<file path="src/rtl/ctr_alloc_pkg.sv">
package ctr_alloc_pkg;
  localparam int unsigned CNT_N = 10;
  localparam int unsigned EVT_W = 8;
  localparam int unsigned IDX_W = $clog2(CNT_N);

  typedef logic [CNT_N-1:0] cnt_mask_t;

  localparam cnt_mask_t MASK_DEFAULT = 10'h3FC;
  localparam cnt_mask_t MASK_CYCLE   = 10'h3FD;
  localparam cnt_mask_t MASK_INSTR   = 10'h082;
  localparam cnt_mask_t MASK_MID3    = 10'h0E0;
  localparam cnt_mask_t MASK_SEVEN   = 10'h080;
  localparam cnt_mask_t MASK_EVEN3   = 10'h054;
  localparam cnt_mask_t MASK_BAND    = 10'h0FC;

  function automatic cnt_mask_t affinity_of(input logic [EVT_W-1:0] evt);
    unique case (evt)
      8'h02:                                    return MASK_CYCLE;
      8'h8C:                                    return MASK_INSTR;
      8'h01, 8'h96, 8'h97, 8'h9A, 8'h9B, 8'h9F: return MASK_SEVEN;
      8'h8D, 8'h8E, 8'h8F, 8'h90, 8'h93, 8'h94, 8'h95,
      8'h98, 8'h99, 8'h9C, 8'hBF, 8'hC0, 8'hC1, 8'hC4,
      8'hC5, 8'hC6, 8'hC8, 8'hCA, 8'hCB:        return MASK_MID3;
      8'hF5, 8'hF6, 8'hF7, 8'hFD:               return MASK_EVEN3;
      8'hF8:                                    return MASK_BAND;
      default:                                  return MASK_DEFAULT;
    endcase
  endfunction
endpackage

</file>
<file path="src/rtl/ctr_alloc_lut.sv">
module ctr_alloc_lut
  import ctr_alloc_pkg::*;
(
  input  logic [EVT_W-1:0] evt_i,
  output cnt_mask_t        mask_o
);
  always_comb mask_o = affinity_of(evt_i);
endmodule

</file>
<file path="src/rtl/ctr_alloc_first_fit.sv">
module ctr_alloc_first_fit #(
  parameter int unsigned N = 10,
  localparam int unsigned IW = $clog2(N)
) (
  input  logic [N-1:0]  cand_i,
  output logic          found_o,
  output logic [N-1:0]  onehot_o,
  output logic [IW-1:0] idx_o
);
  logic [N:0] taken;
  assign taken[0] = 1'b0;

  for (genvar i = 0; i < N; i++) begin : g_chain
    assign onehot_o[i] = cand_i[i] & ~taken[i];
    assign taken[i+1]  = taken[i] | cand_i[i];
  end

  assign found_o = taken[N];

  always_comb begin
    idx_o = '0;
    for (int i = 0; i < N; i++)
      if (onehot_o[i]) idx_o = idx_o | IW'(i);
  end

  // nothing eligible below the pick
  always_comb begin
    if (found_o)
      AST_LOWEST_PICK: assert ((cand_i & ((N'(1) << idx_o) - N'(1))) == '0);
  end
endmodule

</file>
<file path="src/rtl/ctr_alloc_used.sv">
module ctr_alloc_used #(
  parameter int unsigned N = 10,
  localparam int unsigned IW = $clog2(N)
) (
  input  logic          clk_i,
  input  logic          rst_ni,
  input  logic          rel_valid_i,
  input  logic [IW-1:0] rel_idx_i,
  input  logic          set_valid_i,
  input  logic [N-1:0]  set_onehot_i,
  output logic [N-1:0]  used_q_o,
  output logic [N-1:0]  used_eff_o
);
  logic [N-1:0] rel_oh;

  for (genvar i = 0; i < N; i++) begin : g_rel
    assign rel_oh[i] = rel_valid_i & (rel_idx_i == IW'(i));
  end

  // release takes effect before the same-cycle allocation
  assign used_eff_o = used_q_o & ~rel_oh;

  always_ff @(posedge clk_i or negedge rst_ni) begin
    if (!rst_ni)          used_q_o <= '0;
    else if (set_valid_i) used_q_o <= used_eff_o | set_onehot_i;
    else                  used_q_o <= used_eff_o;
  end

  AST_SET_STICKS: assert property (@(posedge clk_i) disable iff (!rst_ni)
    set_valid_i |=> (used_q_o & $past(set_onehot_i)) == $past(set_onehot_i));

  AST_REL_CLEARS: assert property (@(posedge clk_i) disable iff (!rst_ni)
    rel_valid_i && !set_valid_i |=> (used_q_o & $past(rel_oh)) == '0);
endmodule

</file>
<file path="src/rtl/ctr_alloc.sv">
module ctr_alloc
  import ctr_alloc_pkg::*;
(
  input  logic             clk_i,
  input  logic             rst_ni,
  input  logic             req_valid_i,
  input  logic [EVT_W-1:0] req_event_i,
  input  logic             rel_valid_i,
  input  logic [IDX_W-1:0] rel_idx_i,
  output logic             gnt_valid_o,
  output logic [IDX_W-1:0] gnt_idx_o,
  output logic             fail_o,
  output logic [CNT_N-1:0] used_o
);
  cnt_mask_t        aff, used_eff, avail, pick_oh;
  logic             pick_found;
  logic [IDX_W-1:0] pick_idx;

  ctr_alloc_lut u_lut (
    .evt_i  (req_event_i),
    .mask_o (aff)
  );

  assign avail = aff & ~used_eff;

  ctr_alloc_first_fit #(.N(CNT_N)) u_pick (
    .cand_i   (avail),
    .found_o  (pick_found),
    .onehot_o (pick_oh),
    .idx_o    (pick_idx)
  );

  ctr_alloc_used #(.N(CNT_N)) u_used (
    .clk_i        (clk_i),
    .rst_ni       (rst_ni),
    .rel_valid_i  (rel_valid_i),
    .rel_idx_i    (rel_idx_i),
    .set_valid_i  (req_valid_i & pick_found),
    .set_onehot_i (pick_oh),
    .used_q_o     (used_o),
    .used_eff_o   (used_eff)
  );

  always_ff @(posedge clk_i or negedge rst_ni) begin
    if (!rst_ni) begin
      gnt_valid_o <= 1'b0;
      gnt_idx_o   <= '0;
      fail_o      <= 1'b0;
    end else begin
      gnt_valid_o <= req_valid_i & pick_found;
      fail_o      <= req_valid_i & ~pick_found;
      if (req_valid_i & pick_found) gnt_idx_o <= pick_idx;
    end
  end

  AST_ONE_ANSWER: assert property (@(posedge clk_i) disable iff (!rst_ni)
    !(gnt_valid_o && fail_o));

  AST_ANSWER_NEEDS_REQ: assert property (@(posedge clk_i) disable iff (!rst_ni)
    (gnt_valid_o || fail_o) |-> $past(req_valid_i));

  AST_REQ_ANSWERED: assert property (@(posedge clk_i) disable iff (!rst_ni)
    req_valid_i |=> (gnt_valid_o || fail_o));

  AST_GNT_IN_RANGE: assert property (@(posedge clk_i) disable iff (!rst_ni)
    gnt_valid_o |-> (gnt_idx_o < IDX_W'(CNT_N)) && used_o[gnt_idx_o]);

  AST_FAIL_KEEPS_USED: assert property (@(posedge clk_i) disable iff (!rst_ni)
    fail_o && !$past(rel_valid_i) |-> $stable(used_o));
endmodule

</file>
<file path="config.mk">
export PLATFORM = sky130hd
export DESIGN_NAME = ctr_alloc
export DESIGN_NICKNAME = d
export VERILOG_FILES = /design/src/rtl/ctr_alloc_pkg.sv /design/src/rtl/ctr_alloc_lut.sv /design/src/rtl/ctr_alloc_first_fit.sv /design/src/rtl/ctr_alloc_used.sv /design/src/rtl/ctr_alloc.sv
export SDC_FILE = /design/constraint.sdc
export NUM_CORES = 1
export LEC_CHECK = 0
export ABC_AREA = 1
export CAP_MARGIN = 20
export CORE_AREA = 2 2 43 84
export CTS_BUF_LIST = sky130_fd_sc_hd__clkbuf_4 sky130_fd_sc_hd__clkbuf_8
export DETAILED_ROUTE_END_ITERATION = 7
export DIE_AREA = 0 0 45 86
export PLACE_DENSITY = 0.85
export SYNTH_ARGS = -nofsm -noshare
export SYNTH_HDL_FRONTEND = slang
export SYNTH_HIERARCHICAL = 1
export SYNTH_SLANG_ARGS = --single-unit
</file>
<file path="constraint.sdc">
create_clock -name clk_i -period 1.8 [get_ports clk_i]
set_input_delay 0.27 -clock clk_i [delete_from_list [all_inputs] [get_ports clk_i]]
set_output_delay 0.27 -clock clk_i [all_outputs]
set_load 0.01 [all_outputs]
</file>
==> flow_summary.json <==
{
  "hold_viol_final": 0,
  "cp_cell_sequence": "buf_8, inv_4, nand2_4, nor2_4, nand3b_1, nand2_1, inv_2, nand4_4, nand2_2, inv_2, nor2_4, inv_2, nand4_4, nor3_4, nand4_1, nand2_2, clkinvlp_4, nand2_1, nand2_1",
  "place_area_um2": 2017,
  "finalCritPeriodShare_pct": 121.8,
  "mostFrequentLayoutCells": "50 x nand2_1, 43 x buf_4, 42 x inv_1, 23 x nor2_1, 19 x nand2_2",
  "grt_max_degree": 17,
  "root_buffer": "clkbuf_8",
  "ys_types": 25,
  "whs_ns": 0.3373,
  "grt.total_usage_pct": 24.58,
  "final_nets": 336,
  "dieArea_um2": 3870,
  "detail_route.iter0.violations": 62,
  "synth-edff-count": 0,
  "syn_area_um2": 1450,
  "synth_top_family_by_area": "simple AND/OR/NAND/NOR gates",
  "antenna_left": 0,
  "cp_slowest_cell": "nor3_4",
  "synth_area_per_cell_um2": 5.919,
  "clock_sinks": 16,
  "synth.yosys.seq_area_share_pct": 27.61,
  "diodes": 0,
  "wire_per_inst_um": 14.11,
  "outcome": "complete, but fails checks",
  "irDropWorstVdd_uv": 573.6,
  "final_area_um2": 2420,
  "period_minus_slack_ns": 2.193,
  "antenna_found_initial": 0,
  "synthXorXnorAreaFrac_pct": 0,
  "area_growth_pct": 66.87,
  "slew_violations": 0,
  "syn_inst": 245,
  "clk_pin_slew_worst_paths_ns": 0.06,
  "setup_ws_ns": -0.3926,
  "yosys_warnings": 6,
  "grt_setup_unrepaired": "true",
  "synth_simple_gate_area_share_pct": 50.56,
  "hold_buffers": 0,
  "arrival_ns": 2.34,
  "clockBufferDepth": 2,
  "rows": 29,
  "io_buffers": 31,
  "endpoint_kind": "register",
  "switchingPower_mw": 1.077,
  "start_util_pct": 45.42,
  "die_x_um": 45,
  "htreeDepth": 1,
  "final_common_cell": "nand2_1",
  "netSwitchingFraction_pct": 41.27,
  "leakage_nw": 1.339,
  "synth-compound-area-share_pct": 4.142,
  "critPathLaunchType": "input pin",
  "place_congestion": 0.8801,
  "relSlewSlack_pct": 78.60,
  "intPower_mw": 1.533,
  "violations": "negative setup slack",
  "cp.required_ns": 1.94,
  "synthFlopType": "dfrtp_1",
  "core_um2": 3193,
  "drive_gt1_share_pct": 43.57,
  "power_density_nw_per_um2": 1079,
  "vias": 1825,
  "syn_nets": 261,
  "remaining_drc_errors": 0,
  "worstSkewPairLatency_ns": 0.25,
  "synth_mux_area_share_pct": 0,
  "synth-seq-cells": 16,
  "grt_pass1_vias": 1796,
  "p_comb_share_pct": 66.2,
  "pwr-share-clk_pct": 12.1,
  "vias_per_cell": 5.214,
  "grt_first_pass_wirelength_um": 7120,
  "synth_fa_ha_area_share_pct": 0,
  "dpl.hpwl_um": 3118,
  "setup_viol": 16,
  "wl_um": 4937,
  "power_frac_seq_pct": 21.7,
  "cts_tree": "done",
  "nFillCells": 232,
  "fin_worst_skew_ns": 0.001204,
  "async_reset_ff_share_pct": 100.0,
  "tightest_slew_ns": 0.3198,
  "firstDrtPassIters": 5,
  "gr-total-overflow": 0,
  "cpPeakStageDelay_ns": 0.21,
  "cap_violations": 0,
  "hold_class": "input pin to async pin",
  "fmax_mhz": 456.1,
  "worstPathMaxFanout": 5,
  "worstSetupPathType": "input pin to register",
  "cts_made_buffers": 3,
  "pre_cts_slack_ns": -1.036,
  "die-height_um": 86,
  "ios": 32
}
[per-stage QoR]
step                      std cells  setup TNS (ns)  util, %  power [mW]
after detailed placement        334          -15.65    63.17       1.985
after global routing            350          -6.559    75.78       2.772
after global placement          334          -14.22    63.17       1.943
after CTS                       346          -2.837    69.91       2.435
after floorplan                 245          -6.265        -       1.316
final                           350          -4.776    75.78       2.611
[final cells by class]
type / count / area [µm²] / area share, %
Clock buffer: 4 / 55.05 / 2.275
Inverter: 59 / 241.5 / 9.979
Multi-Input combinational cell: 165 / 1025 / 42.35
Sequential cell: 16 / 400.4 / 16.55
Tap cell: 31 / 38.79 / 1.603
Timing Repair Buffer: 74 / 651.9 / 26.94
Timing Repair inverter: 1 / 7.507 / 0.3102
[final timing paths]
kind / end / slack, ns / cells past startpoint / from
max: u_used/used_q_o[0]$_DFF_PN0_ / -0.39 / 19 / req_event_i[6]
min: u_used/used_q_o[0]$_DFF_PN0_ / 0.34 / 2 / rst_ni
max reg2reg: u_used/used_q_o[0]$_DFF_PN0_ / -0.05 / 12 / u_used/used_q_o[4]$_DFF_PN0_
min reg2reg: gnt_idx_o[2]$_DFFE_PN0P_ / 0.47 / 2 / gnt_idx_o[2]$_DFFE_PN0P_
max in group asynchronous: gnt_idx_o[3]$_DFFE_PN0P_ / 1.28 / 2 / rst_ni
min in group clk_i: gnt_idx_o[2]$_DFFE_PN0P_ / 0.47 / 2 / gnt_idx_o[2]$_DFFE_PN0P_
[cell usage after synthesis (2+ instances only)]
cell / count / area share (%)
a21oi_1: 3 / 1.0
buf_4: 4 / 2.1
clkinv_1: 2 / 0.52
dfrtp_1: 16 / 28
inv_1: 55 / 14
inv_2: 2 / 0.52
nand2_1: 70 / 18
nand2_2: 5 / 2.2
nand3_1: 19 / 6.6
nand3_2: 3 / 2.1
nand4_1: 4 / 1.7
nor2_1: 40 / 10
nor2_2: 5 / 2.2
nor2_4: 2 / 1.6
o21ai_0: 2 / 0.69
o21bai_1: 4 / 2.1
[power by group through the flow]
stage	Sequential, mW	Clock (mW)	Combinational [mW]
2_1_floorplan	0.635	0	0.681
3_3_place_gp	0.568	0	1.37
3_5_place_dp	0.576	0	1.41
4_1_cts	0.570	0.319	1.55
5_1_grt	0.582	0.333	1.86
6_report	0.567	0.315	1.73
[critical path, delay by kind of cell]
kind | cells | cell delay [ns]
buffers and inverters | 6 | 0.56
AND/OR/NAND/NOR | 13 | 1.49
[cells by family (layout without fill, tap and decap cells)]
kind of cell	Yosys count	in the layout
AO/OA/AOI/OAI	10	10
buffers and inverters	64	138
AND/OR/NAND/NOR	155	155
flip-flops	16	16
[what timing repair did]
item | in CTS | in global routing
gates resized for setup | 84 | 56
endpoints found under the setup margin | 16 | 16
cloned | 1 | 0
buffers inserted | 8 | 6
pin swaps | 31 | 40
[routing by layer]
metal | GRT usage, % | up-vias | wire (µm)
li1 | - | 880 | -
met1 | 18.43 | 847 | 1450
met2 | 50.52 | 65 | 2963
met3 | 2.526 | 33 | 160
met4 | 16.04 | 0 | 363
met5 | 0 | - | 0
[state kept, by name, summed over array words and instances (netlist names)]
| name | count |
|---|---|
| u_used/used_q_o | 10 |
| gnt_idx_o | 4 |
| fail_o | 1 |
| gnt_valid_o | 1 |
(Power assumes the default switching activity.)
